<file path="src/rtl/evt_sched_pkg.sv">
package evt_sched_pkg;

   localparam int CODE_W = 4;

   localparam logic [CODE_W-1:0] OP_FLAG_BASE = 4'd8;
   localparam logic [CODE_W-1:0] OP_T2_RESET  = 4'd14;
   localparam logic [CODE_W-1:0] OP_ADC_START = 4'd15;

   typedef struct packed {
      logic [CODE_W-1:0] code;
      logic              level;
      logic              irq_en;
      logic              tsel;
   } slot_attr_t;

endpackage

</file>
<file path="src/rtl/evt_free_pick.sv">
module evt_free_pick #(
   parameter int SLOTS = 8
) (
   input  logic [SLOTS-1:0] valid_i,
   output logic [SLOTS-1:0] pick_o,
   output logic             full_o
);

   generate
      if (SLOTS == 1) begin : g_single
         assign pick_o = ~valid_i;
      end else begin : g_prio
         always_comb begin
            pick_o = '0;
            for (int s = SLOTS - 1; s >= 0; s--) begin
               if (!valid_i[s]) begin
                  pick_o    = '0;
                  pick_o[s] = 1'b1;
               end
            end
         end
      end
   endgenerate

   assign full_o = &valid_i;

endmodule

</file>
<file path="src/rtl/evt_cam_match.sv">
module evt_cam_match #(
   parameter int SLOTS  = 8,
   parameter int TIME_W = 16
) (
   input  logic                         scan_i,
   input  logic [SLOTS-1:0]             valid_i,
   input  logic [SLOTS-1:0][TIME_W-1:0] time_i,
   input  logic [SLOTS-1:0]             tsel_i,
   input  logic [TIME_W-1:0]            tmr1_i,
   input  logic [TIME_W-1:0]            tmr2_i,
   output logic [SLOTS-1:0]             hit_o
);

   for (genvar g = 0; g < SLOTS; g++) begin : g_cmp
      logic [TIME_W-1:0] ref_time;
      assign ref_time  = tsel_i[g] ? tmr2_i : tmr1_i;
      assign hit_o[g]  = scan_i & valid_i[g] & (time_i[g] == ref_time);
   end

endmodule

</file>
<file path="src/rtl/evt_action_merge.sv">
module evt_action_merge
   import evt_sched_pkg::*;
#(
   parameter int SLOTS   = 8,
   parameter int N_LINES = 6,
   parameter int N_FLAGS = 4
) (
   input  logic [SLOTS-1:0]   hit_i,
   input  slot_attr_t [SLOTS-1:0] attr_i,
   input  logic [N_LINES-1:0] lines_i,
   output logic [N_LINES-1:0] lines_o,
   output logic [N_FLAGS-1:0] flag_set_o,
   output logic               adc_o,
   output logic               t2rst_o,
   output logic               irq_line_o,
   output logic               irq_soft_o
);

   always_comb begin
      lines_o    = lines_i;
      flag_set_o = '0;
      adc_o      = 1'b0;
      t2rst_o    = 1'b0;
      irq_line_o = 1'b0;
      irq_soft_o = 1'b0;
      for (int s = 0; s < SLOTS; s++) begin
         if (hit_i[s]) begin
            for (int l = 0; l < N_LINES; l++) begin
               if (attr_i[s].code == CODE_W'(l)) begin
                  lines_o[l] = attr_i[s].level;
                  irq_line_o = irq_line_o | attr_i[s].irq_en;
               end
            end
            for (int f = 0; f < N_FLAGS; f++) begin
               if (attr_i[s].code == OP_FLAG_BASE + CODE_W'(f)) begin
                  flag_set_o[f] = 1'b1;
                  irq_soft_o    = irq_soft_o | attr_i[s].irq_en;
               end
            end
            if (attr_i[s].code == OP_T2_RESET) begin
               t2rst_o    = 1'b1;
               irq_soft_o = irq_soft_o | attr_i[s].irq_en;
            end
            if (attr_i[s].code == OP_ADC_START) begin
               adc_o      = 1'b1;
               irq_soft_o = irq_soft_o | attr_i[s].irq_en;
            end
         end
      end
   end

endmodule

</file>
<file path="src/rtl/evt_sched.sv">
module evt_sched
   import evt_sched_pkg::*;
#(
   parameter int SLOTS    = 8,
   parameter int TIME_W   = 16,
   parameter int SCAN_LEN = 8,
   parameter int N_LINES  = 6,
   parameter int N_FLAGS  = 4
) (
   input  logic               clk,
   input  logic               rst_n,
   input  logic               cmd_wr,
   input  logic [TIME_W-1:0]  cmd_time,
   input  logic [3:0]         cmd_code,
   input  logic               cmd_level,
   input  logic               cmd_irq_en,
   input  logic               cmd_tsel,
   input  logic [TIME_W-1:0]  tmr1,
   input  logic [TIME_W-1:0]  tmr2,
   output logic               cmd_busy,
   output logic [N_LINES-1:0] lines_o,
   output logic [N_FLAGS-1:0] flags_o,
   output logic               adc_start_o,
   output logic               t2_reset_o,
   output logic               line_irq_o,
   output logic               soft_irq_o
);

   localparam int CNT_W = $clog2(SCAN_LEN);

   if (SLOTS < 1)                   begin : g_bad_slots $error("SLOTS must be at least 1"); end
   if (SCAN_LEN < 2)                begin : g_bad_scan  $error("SCAN_LEN must be at least 2"); end
   if (N_LINES < 1 || N_LINES > 6)  begin : g_bad_lines $error("N_LINES must be 1..6"); end
   if (N_FLAGS < 1 || N_FLAGS > 4)  begin : g_bad_flags $error("N_FLAGS must be 1..4"); end
   if (TIME_W < 2)                  begin : g_bad_time  $error("TIME_W must be at least 2"); end

   logic [CNT_W-1:0]              cnt_q;
   logic                          scan_tick;
   logic [SLOTS-1:0]              valid_q;
   logic [SLOTS-1:0][TIME_W-1:0]  time_q;
   slot_attr_t [SLOTS-1:0]        attr_q;
   logic [SLOTS-1:0]              tsel_v;
   logic [SLOTS-1:0]              pick;
   logic [SLOTS-1:0]              hit;
   logic                          full;
   logic                          wr_ok;
   logic [N_LINES-1:0]            lines_nxt;
   logic [N_FLAGS-1:0]            flag_set;
   logic                          adc_nxt, t2_nxt, irql_nxt, irqs_nxt;
   slot_attr_t                    new_attr;

   assign scan_tick = (cnt_q == CNT_W'(SCAN_LEN - 1));
   assign wr_ok     = cmd_wr & ~full;
   assign cmd_busy  = full;
   assign new_attr  = '{code: cmd_code, level: cmd_level, irq_en: cmd_irq_en, tsel: cmd_tsel};

   for (genvar g = 0; g < SLOTS; g++) begin : g_tsel
      assign tsel_v[g] = attr_q[g].tsel;
   end

   always_ff @(posedge clk or negedge rst_n) begin
      if (!rst_n)         cnt_q <= '0;
      else if (scan_tick) cnt_q <= '0;
      else                cnt_q <= cnt_q + 1'b1;
   end

   evt_free_pick #(.SLOTS(SLOTS)) u_pick (
      .valid_i (valid_q),
      .pick_o  (pick),
      .full_o  (full)
   );

   evt_cam_match #(.SLOTS(SLOTS), .TIME_W(TIME_W)) u_match (
      .scan_i  (scan_tick),
      .valid_i (valid_q),
      .time_i  (time_q),
      .tsel_i  (tsel_v),
      .tmr1_i  (tmr1),
      .tmr2_i  (tmr2),
      .hit_o   (hit)
   );

   evt_action_merge #(.SLOTS(SLOTS), .N_LINES(N_LINES), .N_FLAGS(N_FLAGS)) u_merge (
      .hit_i      (hit),
      .attr_i     (attr_q),
      .lines_i    (lines_o),
      .lines_o    (lines_nxt),
      .flag_set_o (flag_set),
      .adc_o      (adc_nxt),
      .t2rst_o    (t2_nxt),
      .irq_line_o (irql_nxt),
      .irq_soft_o (irqs_nxt)
   );

   always_ff @(posedge clk or negedge rst_n) begin
      if (!rst_n) begin
         valid_q <= '0;
         time_q  <= '0;
         attr_q  <= '0;
      end else begin
         for (int s = 0; s < SLOTS; s++) begin
            if (hit[s]) begin
               valid_q[s] <= 1'b0;
            end else if (wr_ok && pick[s]) begin
               valid_q[s] <= 1'b1;
               time_q[s]  <= cmd_time;
               attr_q[s]  <= new_attr;
            end
         end
      end
   end

   always_ff @(posedge clk or negedge rst_n) begin
      if (!rst_n) begin
         lines_o     <= '0;
         flags_o     <= '0;
         adc_start_o <= 1'b0;
         t2_reset_o  <= 1'b0;
         line_irq_o  <= 1'b0;
         soft_irq_o  <= 1'b0;
      end else begin
         lines_o     <= lines_nxt;
         flags_o     <= flags_o | flag_set;
         adc_start_o <= adc_nxt;
         t2_reset_o  <= t2_nxt;
         line_irq_o  <= irql_nxt;
         soft_irq_o  <= irqs_nxt;
      end
   end

endmodule

</file>
<file path="config.mk">
export PLATFORM = sky130hd
export DESIGN_NAME = evt_sched
export DESIGN_NICKNAME = d
export VERILOG_FILES = /design/src/rtl/evt_sched_pkg.sv /design/src/rtl/evt_free_pick.sv /design/src/rtl/evt_cam_match.sv /design/src/rtl/evt_action_merge.sv /design/src/rtl/evt_sched.sv
export SDC_FILE = /design/constraint.sdc
export NUM_CORES = 1
export LEC_CHECK = 0
export CAP_MARGIN = 20
export CORE_MARGIN = 3
export CORE_UTILIZATION = 30
export CTS_BUF_LIST = sky130_fd_sc_hd__clkbuf_2
export CTS_CLUSTER_DIAMETER = 100
export CTS_CLUSTER_SIZE = 25
export DETAILED_ROUTE_END_ITERATION = 8
export PLACE_DENSITY = 0.56
export RECOVER_POWER = 100
export SLEW_MARGIN = 10
export SYNTH_ARGS = -nofsm -noshare
export SYNTH_HDL_FRONTEND = slang
export SYNTH_SLANG_ARGS = --single-unit
export TNS_END_PERCENT = 1
</file>
<file path="constraint.sdc">
create_clock -name clk -period 6.31 [get_ports clk]
set_input_delay 1.262 -clock clk [delete_from_list [all_inputs] [get_ports clk]]
set_output_delay 1.262 -clock clk [all_outputs]
set_load 0.02 [all_outputs]
</file>
### Word level (Yosys, flattened, before mapping)

Cells that the tools add are included.

| word-level totals | value |
|---|---|
| flip-flop bits (word level) | 209 |
| bits in latches | 0 |
| memory bits (writable) | 0 |
| memory bits (read-only) | 0 |
| bits of input ports | 58 |
| output and inout bits | 15 |
| word-level logic and storage cells | 660 |
| memories kept | 0 |

| cells by class | value |
|---|---|
| $add $sub $neg | 1 |
| $mul | 0 |
| div/mod/pow operators | 0 |
| order comparisons | 0 |
| eq/ne operators | 97 |
| shifts and indexed selects | 0 |
| muxes and demuxes | 353 |
| bitwise gates (word level) | 121 |
| reduce and logical (&&, ||, !) cells | 33 |

Operators with widths:

| cell | count |
|---|---|
| $mux W1 | 320 |
| $eq A4 B4 Y1 const B | 48 |
| $eq A16 B16 Y1 | 8 |
| $mux W16 | 8 |
| $or A1 B1 Y1 | 94 |
| $eq A4 B2 Y1 const B | 16 |
| $eq A4 B3 Y1 const B | 16 |
| $mux W8 | 8 |
| $mux W6 | 8 |
| $eq A4 B1 Y1 const B | 8 |
| $logic_not A4 Y1 | 8 |
| $mux W4 | 8 |
| $and A1 B1 Y1 | 17 |
| $reduce_and A2 Y1 | 8 |
| $reduce_bool A2 Y1 | 8 |
| $not A1 Y1 | 9 |
| $logic_and A1 B1 Y1 | 8 |
| $reduce_and A8 Y1 | 1 |
| $or A4 B4 Y4 | 1 |
| $add A3 B1 Y3 const B | 1 |
| $eq A3 B3 Y1 const B | 1 |
| $mux W3 | 1 |

### Depth between registers and ports, before layout

Gate-level depths: netlist of the first run.

| depth | value |
|---|---|
| depth in word-level cells | 145 |
| mapped depth | 14 |
| mapped depth without buffers | 13 |

### By module

Synthesis of the first run repeated with hierarchy kept, for this count alone.

| unflattened totals | value |
|---|---|
| cell total of the unflattened synthesis | 1095 |
| area, all modules | 12733.5 um^2 |

By module, submodules not included:

| module | instances | cells each | area each (um^2) | seq. area each (um^2) |
|---|---|---|---|---|
| evt_sched | 1 | 458 | 7938.9 | 5230.0 |
| evt_cam_match | 1 | 340 | 2934.1 | 0.0 |
| evt_action_merge | 1 | 283 | 1775.5 | 0.0 |
| evt_free_pick | 1 | 14 | 85.1 | 0.0 |

### Worst setup path before layout of the first run

OpenSTA, ideal clock, no wires.

| timing | value |
|---|---|
| path type | input -> register |
| from | in tmr2[0] |
| to | reg lines_o[4] |
| setup time | 0.124 ns |
| data arrival time | 3.542 ns |
| required time | 6.186 ns |
| path slack | 2.644 ns |
| stages | 12 |
| path buffers | 1 |
| path through | clkbuf_1 mux2i_1 xnor2_1 nor4_2 nand2_1 nor4_4 nor3b_4 a211oi_1 a311o_1 a21oi_1 nor4_1 a211o_1 |

| between the ends | value |
|---|---|
| longest elaborated chain between the ends | 18 |
| elaborated cells on any way between the ends | 39 |

Ends and longest elaborated chain:

| element | RTL line | text |
|---|---|---|
| start, declared | evt_sched.sv:19 | `input logic [TIME_W-1:0] tmr2,` |
| $mux W16 | evt_cam_match.sv:16 | `assign ref_time = tsel_i[g] ? tmr2_i : tmr1_i;` |
| $eq A16 B16 Y1 | evt_cam_match.sv:17 | `assign hit_o[g] = scan_i & valid_i[g] & (time_i[g] == ref_time);` |
| $and A1 B1 Y1 | evt_cam_match.sv:17 |  |
| $mux W6 | evt_action_merge.sv:27 | `if (hit_i[s]) begin` |
| $mux W1 | evt_action_merge.sv:29 | `if (attr_i[s].code == CODE_W'(l)) begin` |
| $mux W6 | evt_action_merge.sv:27 |  |
| $mux W1 | evt_action_merge.sv:29 |  |
| $mux W6 | evt_action_merge.sv:27 |  |
| [... 3 more ...] | -- |  |
| $mux W6 | evt_action_merge.sv:27 |  |
| $mux W1 | evt_action_merge.sv:29 |  |
| $mux W6 | evt_action_merge.sv:27 |  |
| $mux W1 | evt_action_merge.sv:29 |  |
| $mux W6 | evt_action_merge.sv:27 |  |
| $mux W1 | evt_action_merge.sv:29 |  |
| $mux W6 * | evt_action_merge.sv:27 |  |
| named net lines_nxt[4] | evt_sched.sv:47 | `logic [N_LINES-1:0] lines_nxt;` |
| end signal, assigned | evt_sched.sv:122 | `lines_o <= lines_nxt;` |
| end, declared | evt_sched.sv:21 | `output logic [N_LINES-1:0] lines_o,` |

The timed path passes the listed nets; every way through them passes the cells marked *.
A chain may end at the register's enable or synchronous reset.

### Worst setup path in the final report of the first run

| timing | value |
|---|---|
| from | reg attr_q[28] (netlist bit) |
| to | reg lines_o[4] |

| between the ends | value |
|---|---|
| longest elaborated chain between the ends | 10 |

Ends and longest elaborated chain:

| element | RTL line | text |
|---|---|---|
| start, declared | evt_sched.sv:41 | `slot_attr_t [SLOTS-1:0] attr_q;` |
| start signal, assigned by index | evt_sched.sv:107 | `attr_q[s] <= new_attr;` |
| $mux W16 * | evt_cam_match.sv:16 |  |
| $eq A16 B16 Y1 * | evt_cam_match.sv:17 |  |
| $and A1 B1 Y1 * | evt_cam_match.sv:17 |  |
| $mux W6 * | evt_action_merge.sv:27 |  |
| $mux W1 | evt_action_merge.sv:29 |  |
| $mux W6 * | evt_action_merge.sv:27 |  |
| $mux W1 | evt_action_merge.sv:29 |  |
| $mux W6 * | evt_action_merge.sv:27 |  |
| $mux W1 | evt_action_merge.sv:29 |  |
| $mux W6 * | evt_action_merge.sv:27 |  |
| named net lines_nxt[4] | evt_sched.sv:47 |  |

Marks and branches as above.

==> impl_metrics.toml, run 1 <==
[grt]
grt_pass1_vias = 9079
grt_pass1_wl_um = 61200
antenna_found_initial = 1
gr-total-overflow = 0
grt_max_degree = 122
track_usage = 0.185

[worst_setup_path]
endpoint_kind = "flip-flop"
path_buf_inv = 1
critPathMostFrequentCell = "nor4_1"
timing.rr.start = "attr_q[28]"
path_max_fanout = 10
cp_cell_sequence = "clkbuf_1, mux2i_1, xnor2_1, nor4_1, nand2_1, nor3_1, and4b_1, a2111oi_0, a22o_1, a21oi_1, nor4_1, a211o_1"
cp_slowest_cell = "dfrtp_1"
critPathLaunch = "attr_q[28]"
crit_family = "simple AND/OR/NAND/NOR gates"
cp-start-kind = "flip-flop"
critical_path_class = "reg -> reg"
cp_data_arrival_time_ns = 5.34
required_ns = 7.09
critPathMaxStageDelay_ns = 0.97

[cts]
numCtsBuffers = 12
cts_tree = "yes"
htreeDepth = 1
cts_max_path_buffers = 3
path_clk_slew_ns = 0.52
postCtsResizedCells = 0
cts_setup_buffers = 0
cts.sinks = 209
root_buffer = "clkbuf_2"
insertion_delay_ns = 0.88
cts_hold_buf = 0

[outcome]
status = "finished, violations left"
violations = "max-capacitance violations, max-slew violations"

[sta]
setup_tns_ns = 0
rsz0062_at_grt = "no"
final_hold_viol_count = 0
slew_headroom = -1.09
fin_worst_skew_ns = 0.106
max_freq_mhz = 219
finalMaxSlewViolations = 192
fin_crit_sh = 0.722
worst_slack_ns = 1.75
setup_violations = 0
whs_ns = 0.237
period_minus_slack_ns = 4.56
worst_pin_slew_ns = 3.14

[place]
placed_area_sq_um = 13600
portBuffers = 72
gp_congestion = 0.906
dp_hpwl_um = 30300
place_inst = 1668
pre_cts_slack_ns = 1.40

[floorplanning]
dieHeight_um = 209
die_w_um = 209
num_io_pins = 73
dieArea_sq_um = 43900
core_area_sq_um = 40300
rows = 73
start_util = 0.308

[power_and_ir_drop]
power_per_cell_area_nw_per_um2 = 217
p_leak_nw = 5.55
p_sw_mw = 1.05
p_clk_frac = 0.172
power.share.switching = 0.355
finalPower_mw = 2.95
pwr-share-comb = 0.266
internal-power_mw = 1.90
peakVddDrop_v = 0.000139
p_seq_frac = 0.562

[synth]
ys.flop_type = "dfrtp_1"
syn_area_sq_um = 12400
ys_ff_latch = 209
synth_warnings = 0
avgSynthCellArea_sq_um = 11.0
synthTopCellsByArea = "dfrtp_1 42%, mux2_2 16%, mux2i_1 10%"
syn_inst = 1133
syn-num-nets = 1193
synth_top_area_frac = 0.421
yosysSeqAreaShare = 0.421
synth_cell_types = 68
ys_async_sr_fraction = 1.00
yosysTopAreaCell = "dfrtp_1"
synth_edf_count = 0

[cells_and_area]
fillers = 4105
instances_no_fill = 1685
syn_to_final_growth_pct = 9.66
postLayoutCellArea_sq_um = 13600
final_util = 0.338
final_nets = 1217
drive_gt1_frac = 0.182

[detailed_routing]
ant_nets = 0
drtIter0Drc = 713
vias = 9170
wirelength_um = 41800
drt_pass1_iterations = 5
wire_per_inst_um = 24.8
post_drt_via_cell_ratio = 5.44
drcViolationCount = 0

[worst_hold_path]
hp-class = "in -> async"

[run]
cap_violations = 5
cells in the mapped netlist, types with 13 or more instances:
cell	instances
dfrtp_1	209
mux2_2	179
mux2i_1	129
xnor2_1	104
clkbuf_1	59
nor2_1	59
nand2_1	58
nand3_1	36
nor4_1	29
xor2_1	24
nor2b_1	21
nor3_1	20
inv_1	16
o21ai_0	13
final cells by class:
type / count / area (sq um) / share of cell area
Inverter: 16 / 60.1 / 0.00441
Antenna cell: 1 / 2.50 / 0.000184
Sequential cell: 209 / 5230 / 0.384
Clock inverter: 3 / 25.0 / 0.00184
Timing Repair Buffer: 88 / 806 / 0.0592
Clock buffer: 13 / 65.1 / 0.00478
Tap cell: 525 / 657 / 0.0483
Multi-Input combinational cell: 830 / 6770 / 0.497
cells in the final DEF, fill, tap and decap left out, types with 6 or more instances in the layout:
cell type / n
dfrtp_1: 209
mux2_2: 179
mux2i_1: 129
xnor2_1: 104
nor2_1: 59
nand2_1: 58
clkdlybuf4s50_1: 53
nand3_1: 36
nor4_1: 29
xor2_1: 24
nor2b_1: 21
nor3_1: 20
dlygate4sd3_1: 18
o21ai_0: 17
inv_1: 16
clkbuf_2: 14
nand4_1: 11
and3_1: 11
nand2b_1: 11
a21oi_1: 11
a221oi_1: 10
clkbuf_1: 10
and2_1: 6
a31oi_1: 6
cell families after synthesis:
family,count (synthesis),share of synthesized area
multiplexers,309,0.268
flip-flops,209,0.421
AND/OR/NAND/NOR,291,0.125
adder cells (fa/ha/maj),2,0.00202
XOR/XNOR,128,0.0903
AO/OA/AOI/OAI,100,0.0602
buffers and inverters,94,0.0336
power by group through the flow:
| stage | Combinational (mW) | Sequential, mW | Clock, mW |
|---|---|---|---|
| floorplan | 0.547 | 1.59 | 0 |
| global placement | 0.778 | 1.67 | 0 |
| detailed placement | 0.782 | 1.68 | 0 |
| CTS | 0.785 | 1.66 | 0.542 |
| global route | 0.835 | 1.68 | 0.579 |
| finish | 0.783 | 1.66 | 0.509 |
flip-flops by register name (all words and copies together) (netlist names):
name         cells
flags_o          4
t2_reset_o       1
line_irq_o       1
time_q         128
valid_q          8
attr_q          56
lines_o          6
adc_start_o      1
cnt_q            3
soft_irq_o       1
layer usage:
metal  GRT usage  part of all wire  vias up
li1            -                 -     4112
met1       0.258              0.45     4711
met2       0.304              0.47      290
met3      0.0227             0.048       57
met4      0.0524             0.032        0
met5           0                 0        -
final timing paths:
| path | slack (ns) | cells after the start | endpoint |
|---|---|---|---|
| min | 0.24 | 1 | attr_q[3] |
| max reg2reg | 1.75 | 12 | lines_o[4] |
| min reg2reg | 0.45 | 1 | cnt_q[0] |
| min in group clk | 0.45 | 1 | cnt_q[0] |
| max | 1.75 | 12 | lines_o[4] |
| max in group asynchronous | 2.54 | 2 | time_q[42] |
worst register-to-register path, cell delays in order, from the launching register on:
cell       delay (ns)
dfrtp_1          0.97
clkbuf_1         0.73
mux2i_1          0.30
xnor2_1          0.10
nor4_1           0.44
nand2_1          0.21
nor3_1           0.45
and4b_1          0.34
a2111oi_0        0.12
a22o_1           0.23
a21oi_1          0.26
nor4_1           0.11
a211o_1          0.27
Note: power is estimated with default switching activity, not from simulation.
==> inputs of run 2 (changes only) <==
- clock period: 6.31 -> 4.35 ns (I/O delays scaled with it)
==> run 2 against run 1 <==
Compared with the run above: the flow still finishes with violations (max-capacitance violations, max-slew violations); critical path depth rose by 1; hold slack improved by 0.21 ns; utilization rose by 1.2 points; design area rose by 3.6%; first-iteration DRC count fell by 6.5%; flip-flop and latch count did not move; die area did not move; clock skew rose by 0.068 ns; power rose by 50%; worst setup slack got worse by 1.4 ns; cell count rose by 3.6%.
==> impl_metrics.toml, run 2 (same netlist as run 1, synthesis figures left out) <==
[outcome]
status = "finished, violations left"
violations = "max-capacitance violations, max-slew violations"

[detailed_routing]
wirelength_um = 43600
drtIter0Drc = 667
post_drt_via_cell_ratio = 5.37
wire_per_inst_um = 25.0
drcViolationCount = 0
vias = 9373
ant_nets = 0
drt_pass1_iterations = 5

[worst_setup_path]
path_buf_inv = 3
critPathMaxStageDelay_ns = 0.97
cp-start-kind = "flip-flop"
path_max_fanout = 12
critical_path_class = "reg -> reg"
crit_family = "flip-flops"
cp_cell_sequence = "clkbuf_1, mux2i_1, xnor2_1, nor4_1, buf_4, nand4_1, nor2_1, buf_4, and3_1, a31o_2, a221oi_1, nand4_1, a311o_1"
r2r_end = "flags_o[3]"
ff2ff_setup_slack_ns = 0.34
worstRegToRegCells = 13
required_ns = 5.09
endpoint_kind = "flip-flop"
timing.rr.start = "attr_q[7]"
cp_data_arrival_time_ns = 4.75
cp_slowest_cell = "dfrtp_1"

[run]
cap_violations = 4

[sta]
setup_tns_ns = 0
slew_headroom = -1.19
max_freq_mhz = 249
final_hold_viol_count = 0
rsz0062_at_grt = "no"
fin_worst_skew_ns = 0.174
finalMaxSlewViolations = 190
setup_violations = 0
whs_ns = 0.450
fin_crit_sh = 0.923
period_minus_slack_ns = 4.01
worst_pin_slew_ns = 3.29

[grt]
track_usage = 0.194
grt_max_degree = 122
grt_pass1_wl_um = 64100
gr-total-overflow = 0
grt_pass1_vias = 9503
antenna_found_initial = 1

[place]
portBuffers = 72
gp_congestion = 0.964
place_inst = 1726
dp_hpwl_um = 32700

[cts]
root_buffer = "clkbuf_2"
htreeDepth = 1
cts_hold_buf = 1
insertion_delay_ns = 0.96
numCtsBuffers = 13
cts_setup_buffers = 0
cts.sinks = 209
cts_tree = "yes"
postCtsResizedCells = 0
cts_max_path_buffers = 3
path_clk_slew_ns = 0.46

[floorplanning]
dieHeight_um = 209
dieArea_sq_um = 43900
start_util = 0.308
rows = 73
die_w_um = 209
num_io_pins = 73
core_area_sq_um = 40300

[cells_and_area]
final_nets = 1277
multiInputGateArea_sq_um = 6770
top_regs = "time_q (128), attr_q (56), valid_q (8)"
regArea_sq_um = 5230
fillers = 4095
regMostFlops = "time_q"
instances_no_fill = 1746
layout_commonest_cell = "dfrtp_1"
final_cell_mix = "209 x dfrtp_1, 179 x mux2_2, 130 x mux2i_1"
drive_gt1_frac = 0.220
largest_reg_flops = 128
final_util = 0.350
syn_to_final_growth_pct = 13.6

[worst_hold_path]
holdPathEnd = "cnt_q[0]"
whs_path_depth = 1
hp-class = "reg -> reg"
hold_start = "cnt_q[0]"

[power_and_ir_drop]
p_leak_nw = 5.87
power_per_cell_area_nw_per_um2 = 314
finalPower_mw = 4.42
peakVddDrop_v = 0.000165
run 2: cell count changes in the layout (fill, tap and decap cells not counted), sizes merged:
cell	before	now
clkbuf	24	29
clkinv	3	1
buf	6	59
dlygate4sd3	18	16
clkdlybuf4s50	53	56
inv	16	20
run 2: worst max path at each step:
stage                    from          to  cells after the start
global route        attr_q[7]  lines_o[0]                     11
CTS                 attr_q[7]  lines_o[0]                     11
floorplan             tmr2[0]  lines_o[4]                     12
finish              attr_q[7]  flags_o[3]                     13
global placement      tmr2[9]  lines_o[0]                     12
detailed placement    tmr2[9]  lines_o[0]                     12
run 2: cell type report:
class                   count  share of cell area
inverters                  16             0.00426
clock inverters             5             0.00373
clock buffers              13             0.00461
repair buffers            147              0.0897
multi-input cells         830               0.480
well taps                 525              0.0466
diodes                      1            0.000177
flip-flops and latches    209               0.371
run 2: power by group:
part | switching (mW) | internal, mW
registers | 0.242 | 2.16
logic | 0.651 | 0.547
clock network | 0.708 | 0.114
total | 1.60 | 2.82
run 2: metal layers:
metal	vias to the layer above	part of all wire	track usage
met5	-	0	0
met4	0	0.040	0.0672
met3	72	0.056	0.0315
met2	287	0.47	0.323
met1	4784	0.43	0.258
li1	4230	-	-
run 2: worst reg2reg max path, delay by kind of cell, from the launching register on:
family          cells  cell delay, ns
buf+inv             3            0.74
compound gates      3            0.86
mux                 1            0.27
simple gates        5            0.82
xor+xnor            1            0.16
flops               1            0.97
run 2: per-stage QoR:
stage               setup slack, ns  area [sq um]
floorplan                      1.08         12400
global placement              0.113         14100
detailed placement            0.196         14100
CTS                           0.501         14200
global route                  0.100         14100
finish                        0.337         14100
